## config.mk

```make
export PLATFORM = sky130hd
export DESIGN_NAME = gpio_port
export DESIGN_NICKNAME = d
export VERILOG_FILES = /design/src/rtl/gpio_port_pkg.sv /design/src/rtl/gpio_port_sync.sv /design/src/rtl/gpio_port_regs.sv /design/src/rtl/gpio_port_rdmux.sv /design/src/rtl/gpio_port.sv
export SDC_FILE = /design/constraint.sdc
export NUM_CORES = 1
export LEC_CHECK = 0
export ABC_AREA = 1
export BUFFER_PORTS_ARGS = -buffer_cell sky130_fd_sc_hd__buf_2
export CORE_MARGIN = 4
export CORE_UTILIZATION = 35
export DETAILED_ROUTE_END_ITERATION = 6
export MAX_ROUTING_LAYER = met4
export PLACE_DENSITY = 0.53
export SETUP_SLACK_MARGIN = 0.1
export SLEW_MARGIN = 40
export SYNTH_ARGS = -nofsm -noshare
export SYNTH_HDL_FRONTEND = slang
export SYNTH_HIERARCHICAL = 1
export SYNTH_SLANG_ARGS = --single-unit
export TNS_END_PERCENT = 100
```

## constraint.sdc

```tcl
create_clock -name clk_i -period 2.5 [get_ports clk_i]
set_input_delay 0.25 -clock clk_i [delete_from_list [all_inputs] [get_ports clk_i]]
set_output_delay 0.25 -clock clk_i [all_outputs]
set_load 0.03 [all_outputs]
```

## src/rtl/gpio_port_pkg.sv

```systemverilog
package gpio_port_pkg;
  typedef enum logic [2:0] {
    SEL_NONE = 3'd0,
    SEL_DATA = 3'd1,
    SEL_DIR  = 3'd2,
    SEL_RSEL = 3'd3,
    SEL_ANA  = 3'd4
  } reg_sel_e;
endpackage

```

## src/rtl/gpio_port_sync.sv

```systemverilog
module gpio_port_sync #(
  parameter int W      = 8,
  parameter int STAGES = 2
) (
  input  logic         clk_i,
  input  logic         rst_ni,
  input  logic [W-1:0] d_i,
  output logic [W-1:0] q_o
);
  logic [W-1:0] stg_q [STAGES];

  for (genvar s = 0; s < STAGES; s++) begin : g_stage
    if (s == 0) begin : g_first
      always_ff @(posedge clk_i or negedge rst_ni) begin
        if (!rst_ni) stg_q[s] <= '0;
        else         stg_q[s] <= d_i;
      end
    end else begin : g_next
      always_ff @(posedge clk_i or negedge rst_ni) begin
        if (!rst_ni) stg_q[s] <= '0;
        else         stg_q[s] <= stg_q[s-1];
      end
    end
  end

  assign q_o = stg_q[STAGES-1];
endmodule

```

## src/rtl/gpio_port_regs.sv

```systemverilog
module gpio_port_regs
  import gpio_port_pkg::*;
#(
  parameter int          W         = 8,
  parameter int          AW        = 8,
  parameter logic [AW-1:0] DATA_ADDR = 8'h80,
  parameter logic [AW-1:0] DIR_ADDR  = 8'h9A,
  parameter logic [AW-1:0] RSEL_ADDR = 8'hC0,
  parameter logic [AW-1:0] ANA_ADDR  = 8'hC1
) (
  input  logic          clk_i,
  input  logic          rst_ni,
  input  logic          wr_en_i,
  input  logic [AW-1:0] addr_i,
  input  logic [W-1:0]  wdata_i,
  output reg_sel_e      sel_o,
  output logic [W-1:0]  latch_o,
  output logic [W-1:0]  dir_o,
  output logic [W-1:0]  rsel_o,
  output logic [W-1:0]  ana_o
);
  reg_sel_e sel;

  always_comb begin
    if      (addr_i == DATA_ADDR) sel = SEL_DATA;
    else if (addr_i == DIR_ADDR)  sel = SEL_DIR;
    else if (addr_i == RSEL_ADDR) sel = SEL_RSEL;
    else if (addr_i == ANA_ADDR)  sel = SEL_ANA;
    else                          sel = SEL_NONE;
  end

  always_ff @(posedge clk_i or negedge rst_ni) begin
    if (!rst_ni) begin
      latch_o <= '0;
      dir_o   <= '0;
      rsel_o  <= '0;
      ana_o   <= '0;
    end else if (wr_en_i) begin
      // latch written regardless of direction: RMW on input port hits latch
      case (sel)
        SEL_DATA: latch_o <= wdata_i;
        SEL_DIR:  dir_o   <= wdata_i;
        SEL_RSEL: rsel_o  <= wdata_i;
        SEL_ANA:  ana_o   <= wdata_i;
        default:  ;
      endcase
    end
  end

  assign sel_o = sel;
endmodule

```

## src/rtl/gpio_port_rdmux.sv

```systemverilog
module gpio_port_rdmux
  import gpio_port_pkg::*;
#(
  parameter int W = 8
) (
  input  logic         rd_en_i,
  input  reg_sel_e     sel_i,
  input  logic [W-1:0] latch_i,
  input  logic [W-1:0] dir_i,
  input  logic [W-1:0] rsel_i,
  input  logic [W-1:0] ana_i,
  input  logic [W-1:0] pin_i,
  output logic [W-1:0] rdata_o
);
  logic [W-1:0] data_view;

  for (genvar i = 0; i < W; i++) begin : g_bit
    always_comb begin
      if (ana_i[i])                    data_view[i] = 1'b0;
      else if (dir_i[i] && !rsel_i[i]) data_view[i] = latch_i[i];
      else                             data_view[i] = pin_i[i];
    end
  end

  always_comb begin
    rdata_o = '0;
    if (rd_en_i) begin
      case (sel_i)
        SEL_DATA: rdata_o = data_view;
        SEL_DIR:  rdata_o = dir_i;
        SEL_RSEL: rdata_o = rsel_i;
        SEL_ANA:  rdata_o = ana_i;
        default:  rdata_o = '0;
      endcase
    end
  end
endmodule

```

## src/rtl/gpio_port.sv

```systemverilog
module gpio_port
  import gpio_port_pkg::*;
#(
  parameter int            W           = 8,
  parameter int            AW          = 8,
  parameter int            SYNC_STAGES = 2,
  parameter logic [AW-1:0] DATA_ADDR   = 8'h80,
  parameter logic [AW-1:0] DIR_ADDR    = 8'h9A,
  parameter logic [AW-1:0] RSEL_ADDR   = 8'hC0,
  parameter logic [AW-1:0] ANA_ADDR    = 8'hC1
) (
  input  logic          clk_i,
  input  logic          rst_ni,
  input  logic          wr_en_i,
  input  logic          rd_en_i,
  input  logic [AW-1:0] addr_i,
  input  logic [W-1:0]  wdata_i,
  output logic [W-1:0]  rdata_o,
  input  logic [W-1:0]  pad_i,
  output logic [W-1:0]  pad_o,
  output logic [W-1:0]  pad_oe_o
);
  reg_sel_e     sel;
  logic [W-1:0] latch_q, dir_q, rsel_q, ana_q, pin_sync;

  gpio_port_sync #(.W(W), .STAGES(SYNC_STAGES)) u_sync (
    .clk_i (clk_i),
    .rst_ni(rst_ni),
    .d_i   (pad_i),
    .q_o   (pin_sync)
  );

  gpio_port_regs #(
    .W(W), .AW(AW), .DATA_ADDR(DATA_ADDR), .DIR_ADDR(DIR_ADDR),
    .RSEL_ADDR(RSEL_ADDR), .ANA_ADDR(ANA_ADDR)
  ) u_regs (
    .clk_i  (clk_i),
    .rst_ni (rst_ni),
    .wr_en_i(wr_en_i),
    .addr_i (addr_i),
    .wdata_i(wdata_i),
    .sel_o  (sel),
    .latch_o(latch_q),
    .dir_o  (dir_q),
    .rsel_o (rsel_q),
    .ana_o  (ana_q)
  );

  gpio_port_rdmux #(.W(W)) u_rdmux (
    .rd_en_i(rd_en_i),
    .sel_i  (sel),
    .latch_i(latch_q),
    .dir_i  (dir_q),
    .rsel_i (rsel_q),
    .ana_i  (ana_q),
    .pin_i  (pin_sync),
    .rdata_o(rdata_o)
  );

  assign pad_o    = latch_q;
  assign pad_oe_o = dir_q & ~ana_q; // analog pins never driven
endmodule

```

### Yosys cells after proc, flatten, opt, wreduce, memory -nomap -nowiden

Index checks and enable logic that the tools add are counted.

| word-level totals | value |
|---|---|
| logic and storage cells | 58 |
| input bits | 28 |
| flip-flop bits (word level) | 48 |
| output and inout bits | 24 |

| cells by class | value |
|---|---|
| reduce and logical (&&, ||, !) cells | 20 |
| bitwise operators | 2 |
| equal/unequal tests | 8 |
| multiplexer cells | 22 |

Operators with widths:

| cell | number |
|---|---|
| $eq A8 B8 Y1 const B | 4 |
| $pmux W8 S4 | 1 |
| $mux W1 | 16 |
| $mux W3 | 4 |
| $and A8 B8 Y8 | 1 |
| $logic_and A1 B1 Y1 | 8 |
| $logic_not A1 Y1 | 8 |
| $mux W8 | 1 |
| $not A8 Y8 | 1 |
| $reduce_and A2 Y1 | 4 |
| $eq A3 B2 Y1 const B | 2 |
| $eq A3 B1 Y1 const B | 1 |
| $eq A3 B3 Y1 const B | 1 |

### Depth between registers and ports, before layout

Gate-level depths: netlist (run 1).

| depth | value |
|---|---|
| word-level depth | 8 |
| depth in mapped cells | 11 |
| mapped depth without buffers | 10 |

### By module

Netlist (run 1), hierarchy kept.

By module, submodules not included:

| module | instances | sequential area each (um^2) | cells each | area an instance (um^2) |
|---|---|---|---|---|
| gpio_port_regs | 1 | 800.8 | 174 | 1497.7 |
| gpio_port_rdmux | 1 | 0.0 | 121 | 551.8 |
| gpio_port_sync | 1 | 400.4 | 24 | 460.4 |
| gpio_port | 1 | 0.0 | 16 | 80.1 |

### Least setup slack after synthesis (run 1)

No wires, ideal clock.

| timing | value |
|---|---|
| kind | input-to-output |
| from | input port addr_i[6] |
| to | output port rdata_o[5] |
| data arrival time | 1702 ps |
| path buffers | 2 |
| required time | 2250 ps |
| slack | 548 ps |
| stages on the path | 11 |
| path through | inv_1 -> nand2_1 -> nor2_4 -> nand2_1 -> o21ai_0 -> buf_4 -> buf_6 -> nand4_1 -> nand2_1 -> nor2_1 -> a21oi_1 |

| on the way | value |
|---|---|
| elaborated cells on any way between the ends | 14 |
| those cells by class | eq/ne (8); mux (6) |

RTL lines:

| element | RTL line | source |
|---|---|---|
| start, declared | gpio_port.sv:16 | `input logic [AW-1:0] addr_i,` |
| $eq A8 B8 Y1 | gpio_port_regs.sv:27 | `else if (addr_i == RSEL_ADDR) sel = SEL_RSEL;` |
| $mux W3 | gpio_port_regs.sv:27 |  |
| $mux W3 | gpio_port_regs.sv:26 | `else if (addr_i == DIR_ADDR) sel = SEL_DIR;` |
| $mux W3 (*) | gpio_port_regs.sv:25 | `if (addr_i == DATA_ADDR) sel = SEL_DATA;` |
| net sel[1] | gpio_port.sv:23 | `reg_sel_e sel;` |
| $eq A3 B3 Y1, or another cell as far along | gpio_port_rdmux.sv:28 | `case (sel_i)` |
| $pmux W8 S4 (*) | gpio_port_rdmux.sv:28 |  |
| $mux W8 (*) | gpio_port_rdmux.sv:27 | `if (rd_en_i) begin` |
| end, declared | gpio_port.sv:18 | `output logic [W-1:0] rdata_o,` |

Mark *: on every way through the listed nets, which the timed path passes. The rest lies on a longest branch.

### Final worst setup path (run 1)

| timing | value |
|---|---|
| from | input port addr_i[6] |
| to | output port rdata_o[0] |

Same word-level chain as after synthesis.

==> results.toml, run 1 <==
[setup_path]
setup.worst_path.end_class = "primary output"
startpoint_type = "input port"
r2r_cells = 2
path_class = "in2out"
r2r-start = "u_regs/dir_o[6]"
critPathArrivalTime_ns = 1.86
crit_path_start = "addr_i[6]"
cp_max_fo = 7
rr_endpoint = "u_regs/dir_o[6]"
crit_end = "rdata_o[0]"
rrSetupSlack_ns = 1.80
crit_required_ns = 2.25

[layout]
stdcell_count = 483
ff_latch_area_um2 = 1200
drive_gt1_frac = 0.237
finalNetCount = 413
multi_input_area_um2 = 1150
fillers = 804
num_antenna_cells = 0
area_growth_pct = 16.2

[synthesis]
synth_flop_cell = "dfrtp_1"
synthesis.area_um2 = 2590
syn_nets = 363
ys_seq_elements = 48
ys_warn_count = 6
synth_cell_types = 20
synth_edf_count = 0
synth_top_area_frac = 0.464
synthMostInstantiatedCell = "nand2_1"
synth_area_per_cell_um2 = 7.73
ys_seq_area_frac = 0.464
yosys-top-cells-area = "dfrtp_1, nand2_1, nand3_1"
async_reset_ff_frac = 1.00
synth_top_cell_by_area = "dfrtp_1"
postSynthCellCount = 335
synth_common_cells = "nand2_1, dfrtp_1, nand3_1, inv_1, nor2_1"

[die]
std_cell_rows = 31
initial_core_util = 0.359
coreArea_um2 = 7210
die_h_um = 94.0
die-area_um2 = 8840
ioPinCount = 52
die_x_um = 94.0

[clock_network]
cts_made_buffers = 5
tritoncts = "done"
path_clk_slew_ns = 0.08
root_buffer = "clkbuf_8"
post_cts_buffers = 0
clock-sinks = 48
worst_skew_pair.late_latency_ns = 0.29
clockBufferDepth = 2
cts_resized = 0
htree_levels = 2
cts_hold_buf = 0

[global_route]
antenna_found_initial = 0
grt_overflow_total = 0
grt_pass1_wl_um = 11200
grt_pass1_vias = 2194
grtUsageTotal = 0.169
grt_start_max_net_pins = 49

[drt]
drc = 0
dr.pass1.iters = 4
ant_nets = 0
route.vias.total = 2262
drt-total-wl_um = 6660
routedWlPerCell_um = 13.8
viasPerCell = 4.68
drtIter0Drc = 124

[sta]
max_freq_mhz = 474
max_slew_margin = 0.592
period_share = 0.844
finalHoldViolCount = 0
min_period_ns = 2.11
setup_viol = 0
max_slew.worst_pin.slew_ns = 0.612
fin_skew_ns = 0.000986
finalSetupTns_ns = 0
slew_viol_final = 0
rsz0062_at_grt = "false"

[placed_design]
io_buffers = 51
gp_congestion = 0.837
dp_cells = 477
dp_hpwl_um = 4660

[pwr]
ir_drop_mv = 0.278
p_per_area_nw_per_um2 = 513
power_mw = 1.54
power.leakage_nw = 1.64

[status]
outcome = "complete, no violations"

[flow_run]
cap_violations = 0

[worst_hold_path]
worstHoldPathType = "in2async"
==> metrics by stage <==
stage	utilization	cell area [um2]	worst slack, ns	hold slack (ns)
2_1_floorplan	-	2590	0.548	-0.0456
3_3_place_gp	0.404	2910	0.431	0.331
3_5_place_dp	0.404	2910	0.410	0.335
4_1_cts	0.417	3010	0.406	0.0434
5_1_grt	0.417	3010	0.260	0.0420
6_report	0.417	3010	0.390	0.0383
==> flip-flops by register name (all words and copies together), names as in the netlist <==
name	flops
u_regs/latch_o	8
u_regs/dir_o	8
u_regs/ana_o	8
u_regs/rsel_o	8
u_sync/stg_q	8
u_sync/q_o	8
==> worst max-delay path, cell delays in order <==
cell and delay, ns:
buf_2 0.11, nand2_1 0.09, inv_2 0.05, nand2_4 0.12, a21oi_1 0.09, buf_4 0.17
buf_4 0.16, nor2_4 0.11, nand2_2 0.11, nor2_1 0.11, nor2_1 0.05, a21oi_1 0.19
buf_2 0.24
==> area by class of cell <==
cell class,count,share of cell area
sequential,48,0.399
multi-input combinational,237,0.381
timing repair buffer,58,0.102
inverter,35,0.0436
tap,99,0.0411
clock buffer,5,0.0229
clock inverter,1,0.00998
==> kinds of logic after synthesis <==
group	share of synthesized area
simple gates	0.424
flops	0.464
buf+inv	0.0932
compound gates	0.0193
==> worst min path at each step <==
| stage | to | slack (ns) |
|---|---|---|
| 3_3_place_gp | u_sync/q_o[3] | 0.33 |
| 3_5_place_dp | u_sync/q_o[0] | 0.33 |
| 2_1_floorplan | u_regs/ana_o[0] | -0.05 |
| 5_1_grt | u_sync/stg_q[13] | 0.04 |
| 4_1_cts | u_sync/stg_q[15] | 0.04 |
| 6_report | u_sync/q_o[5] | 0.04 |
==> routing by layer <==
metal,global-route usage,share of wire,vias up
li1,-,-,1154
met1,0.233,0.46,1041
met2,0.257,0.48,58
met3,0.0264,0.051,9
met4,0.0493,0.015,0
met5,-,0,-
==> layout by cell type (no fill, tap or decap) <==
cell type    n
nor2_4       4
buf_4        7
inv_1       33
nand3_1     43
nor2_1      29
nand3b_4     1
nand2_4      3
nand2_2      1
dfrtp_1     48
nand4_1     15
clkbuf_8     5
inv_2        2
nand3_2      1
nand3_4      1
nor2_2      12
a21oi_1      9
nor2_8       2
buf_2       51
bufinv_16    1
nand2_1    115
o21ai_1      1
==> where the power goes <==
group / internal (mW) / switching [mW] / total, mW
sequential: 0.813 / 0.0315 / 0.845
combinational: 0.0528 / 0.119 / 0.172
clock: 0.287 / 0.240 / 0.527
total: 1.15 / 0.390 / 1.54
Note: power is estimated with default switching activity, not from simulation.
==> run 2: changes to the inputs <==
PLACE_DENSITY = 0.55   (was 0.53)
clock period = 1.9 ns   (was 2.5 ns; I/O delays follow)
==> results.toml, run 2 (synthesized netlist as in run 1, its figures left out) <==
[worst_hold_path]
worstHoldPathType = "in2reg"

[pwr]
clkPwrFrac = 0.310
p_comb_frac = 0.135
ir_drop_mv = 0.421
intPower_mw = 1.47
power_mw = 2.00
p_per_area_nw_per_um2 = 582
p_seq_frac = 0.555
power.leakage_nw = 1.78
swShare = 0.268
p_switching_uw = 536

[drt]
routedWlPerCell_um = 13.8
drtIter0Drc = 85
ant_nets = 0
route.vias.total = 2401
drt-total-wl_um = 7020
viasPerCell = 4.72
drc = 0
dr.pass1.iters = 4

[setup_path]
critPathArrivalTime_ns = 1.58
startpoint_type = "input port"
crit_chain = "buf_8, nor2_4, nand2_4, a21oi_2, buf_6, nand3b_4, nor2_2, nand2_1, a21oi_2, buf_6"
cp_max_fo = 8
path_class = "in2out"
slowest_delay_ns = 0.20
cp_num_buf_inv = 3
cp_slowest_cell = "nand3b_4"
crit_required_ns = 1.71
setup.worst_path.end_class = "primary output"
crit_family = "simple AND/OR/NAND/NOR gates"

[sta]
fin_skew_ns = 0.000195
hold_slack_ns = 0.165
max_slew_margin = 0.667
finalSetupTns_ns = 0
max_slew.worst_pin.slew_ns = 0.499
max_freq_mhz = 566
setup_ws_ns = 0.134
min_period_ns = 1.77
rsz0062_at_grt = "true"
slew_viol_final = 0
setup_viol = 0
finalHoldViolCount = 0
period_share = 0.930

[clock_network]
clockBufferDepth = 2
worst_skew_pair.late_latency_ns = 0.30
root_buffer = "clkbuf_8"
cts_made_buffers = 5
htree_levels = 2
path_clk_slew_ns = 0.08
tritoncts = "done"
clock-sinks = 48

[die]
die-area_um2 = 8840
ioPinCount = 52
die_h_um = 94.0
std_cell_rows = 31
coreArea_um2 = 7210
die_x_um = 94.0
initial_core_util = 0.359

[placed_design]
io_buffers = 51
dp_cells = 485
dp_hpwl_um = 4840
placed_cell_area_um2 = 3010
gp_congestion = 0.827
post-place-ws_ns = 0.00657

[global_route]
grt_pass1_wl_um = 11400
grt_pass1_vias = 2351
grtUsageTotal = 0.171
antenna_found_initial = 0
grt_start_max_net_pins = 23
grt_overflow_total = 0

[layout]
layout_commonest_cell = "nand2_1"
final_cell_mix = "nand2_1, dfrtp_1, nand3_1"
drive_gt1_frac = 0.334
fin_area_um2 = 3440
area_growth_pct = 32.9
num_antenna_cells = 0
fillers = 734
finalNetCount = 437
utilization = 0.477
stdcell_count = 509

[flow_run]
cap_violations = 0

[status]
outcome = "complete, no violations"
==> run 2: cell count changes in the layout (fill, tap and decap cells not counted), moves of 7 or more <==
| cell | previous run | this run |
|---|---|---|
| a21oi_2 | 0 | 9 |
| nand2_1 | 115 | 108 |
| a21oi_1 | 9 | 0 |
| buf_2 | 51 | 38 |
| buf_4 | 7 | 21 |
| dlygate4sd3_1 | 0 | 9 |
| nor2_2 | 12 | 19 |
| nor2_1 | 29 | 18 |
| buf_6 | 0 | 10 |
==> run 2: routing by layer <==
| layer | wire length [um] | up-vias | global-route usage |
|---|---|---|---|
| met5 | 0 | - | - |
| met1 | 3120 | 1128 | 0.221 |
| met3 | 333 | 4 | 0.0329 |
| met4 | 40 | 0 | 0.0385 |
| met2 | 3520 | 63 | 0.279 |
| li1 | - | 1206 | - |
==> run 2: power by group through the flow <==
stage	Clock (mW)	Combinational (mW)	Sequential (mW)
after CTS	0.646	0.257	1.11
after floorplan	0	0.129	1.14
final	0.620	0.271	1.11
after detailed placement	0	0.239	1.13
after global routing	0.687	0.303	1.12
after global placement	0	0.235	1.13
==> run 2: what timing repair did <==
action,CTS,global route
buffers inserted,2,4
pin swaps,0,16
cloned,0,1
hold endpoints to repair,28,0
setup endpoints to repair,8,8
hold buffers,9,0
resized for setup,13,43
==> run 2: final timing paths <==
kind / end / from / cells past startpoint / slack [ns]
hold reg to reg: u_sync/q_o[1] / u_sync/stg_q[9] / 0 / 0.35
setup reg to reg: u_regs/ana_o[2] / u_regs/ana_o[2] / 2 / 1.20
min in group asynchronous: u_sync/q_o[5] / rst_ni / 2 / 0.38
max in group asynchronous: u_sync/stg_q[9] / rst_ni / 3 / 0.94
hold / removal: u_regs/ana_o[4] / wdata_i[4] / 3 / 0.17
setup / recovery: rdata_o[3] / addr_i[5] / 10 / 0.13
==> run 2: worst register-to-register path: stages, from the launching register on <==
cell	delay [ns]
dfrtp_1	0.44
nand2_1	0.09
nand2_1	0.06
==> run 2: layout make-up <==
class / instances / area, um2 / share of cell area
Timing Repair Buffer: 82 / 631 / 0.183
Sequential cell: 48 / 1200 / 0.349
Clock buffer: 8 / 90.1 / 0.0262
Tap cell: 99 / 124 / 0.0360
Inverter: 35 / 134 / 0.0389
Multi-Input combinational cell: 237 / 1260 / 0.367
==> run 3: changes to the inputs <==
CORE_UTILIZATION = 49   (was 35)
PLACE_DENSITY = 0.73   (was 0.55)
==> results.toml, run 3 (synthesized netlist as in run 1, its figures left out) <==
[worst_hold_path]
worstHoldPathType = "in2reg"
hold_end = "u_regs/ana_o[7]"
hp-start = "wdata_i[7]"
whs_path_depth = 3

[setup_path]
rr_endpoint = "u_regs/dir_o[5]"
crit_required_ns = 1.71
path_class = "in2out"
cp_max_fo = 8
r2r-start = "u_regs/dir_o[5]"
r2r_cells = 2
rrSetupSlack_ns = 1.21
setup.worst_path.end_class = "primary output"
startpoint_type = "input port"
critPathArrivalTime_ns = 1.58

[drt]
ant_nets = 0
routedWlPerCell_um = 13.8
dr.pass1.iters = 4
drt-total-wl_um = 6470
viasPerCell = 4.96
drc = 0
drtIter0Drc = 148
route.vias.total = 2329

[die]
std_cell_rows = 26
die-area_um2 = 6510
die_h_um = 80.7
ioPinCount = 52
coreArea_um2 = 5110
initial_core_util = 0.507
die_x_um = 80.7

[sta]
hold_slack_ns = 0.163
period_share = 0.932
min_period_ns = 1.77
max_slew.worst_pin.slew_ns = 0.556
max_slew_margin = 0.629
finalSetupTns_ns = 0
setup_viol = 0
finalHoldViolCount = 0
rsz0062_at_grt = "true"
fin_skew_ns = 0.000659
max_freq_mhz = 565
slew_viol_final = 0

[clock_network]
clockBufferDepth = 2
tritoncts = "done"
root_buffer = "clkbuf_8"
cts_made_buffers = 5
path_clk_slew_ns = 0.09
worst_skew_pair.late_latency_ns = 0.30
htree_levels = 2
clock-sinks = 48

[placed_design]
dp_hpwl_um = 4430
io_buffers = 51
dp_cells = 452
gp_congestion = 0.825

[status]
outcome = "complete, no violations"

[layout]
layout_commonest_cell = "nand2_1"
utilization = 0.648
drive_gt1_frac = 0.320
area_growth_pct = 27.7
finalNetCount = 428
num_antenna_cells = 0
stdcell_count = 470
final_cell_mix = "nand2_1, dfrtp_1, nand3_1"

[global_route]
grtUsageTotal = 0.216
grt_start_max_net_pins = 26
grt_pass1_wl_um = 10500
grt_pass1_vias = 2204
antenna_found_initial = 0
grt_overflow_total = 0

[pwr]
p_per_area_nw_per_um2 = 594
power.leakage_nw = 1.72
ir_drop_mv = 0.386

[flow_run]
cap_violations = 0
==> run 3: cell count changes in the layout (fill, tap and decap cells not counted), sizes merged <==
cell,previous run,this run
clkinv,0,1
buf,72,64
clkbuf,9,5
clkinvlp,0,1
==> run 3: worst max-delay path by stage <==
stage | from | to | slack (ns)
3_5_place_dp | addr_i[4] | rdata_o[6] | 0.02
6_report | addr_i[5] | rdata_o[3] | 0.13
5_1_grt | addr_i[5] | rdata_o[7] | 0.05
3_3_place_gp | addr_i[4] | rdata_o[6] | 0.04
4_1_cts | addr_i[4] | rdata_o[6] | 0.09
2_1_floorplan | addr_i[6] | rdata_o[5] | 0.22
==> run 3: what timing repair did <==
action / CTS / global route
setup endpoints to repair: 8 / 8
gates resized for setup: 8 / 44
hold buffers: 9 / 0
pin swaps: 1 / 13
endpoints found under the hold margin: 31 / 0
buffers inserted: 2 / 0
==> run 3: worst max-delay path: stages <==
cell and delay, ns:
buf_6 0.10, nor2_4 0.18, nand2_8 0.12, a21oi_4 0.14, buf_6 0.16, nand3b_4 0.17, nor2_1 0.14, nand2_1 0.08
a21oi_2 0.13, buf_4 0.17
==> run 3: metrics by stage <==
| stage | setup WS [ns] | total power, mW | cell area [um2] |
|---|---|---|---|
| after floorplan | 0.220 | 1.26 | 2620 |
| after global placement | 0.0395 | 1.36 | 2960 |
| after detailed placement | 0.0215 | 1.36 | 2960 |
| after CTS | 0.0881 | 1.96 | 3170 |
| after global routing | 0.0460 | 2.05 | 3310 |
| final | 0.130 | 1.96 | 3310 |
==> run 3: report_power, final <==
part	switching [mW]	total, mW	internal, mW
sequential	0.0403	1.11	1.07
combinational	0.169	0.261	0.0921
clock	0.342	0.592	0.250
==> run 3: layer usage <==
metal / GRT usage / part of all wire / routed length (um)
met1: 0.280 / 0.42 / 2730
met2: 0.358 / 0.50 / 3220
met3: 0.0314 / 0.067 / 436
met4: 0.0490 / 0.012 / 77
met5: - / 0 / 0
==> run 3: cell type report <==
class / instances / area, um2
Timing Repair Buffer: 73 / 531
Multi-Input combinational cell: 237 / 1280
Tap cell: 70 / 87.6
Clock buffer: 5 / 68.8
Fill cell: 468 / 1800
Clock inverter: 2 / 12.5
Sequential cell: 48 / 1200
Inverter: 35 / 131
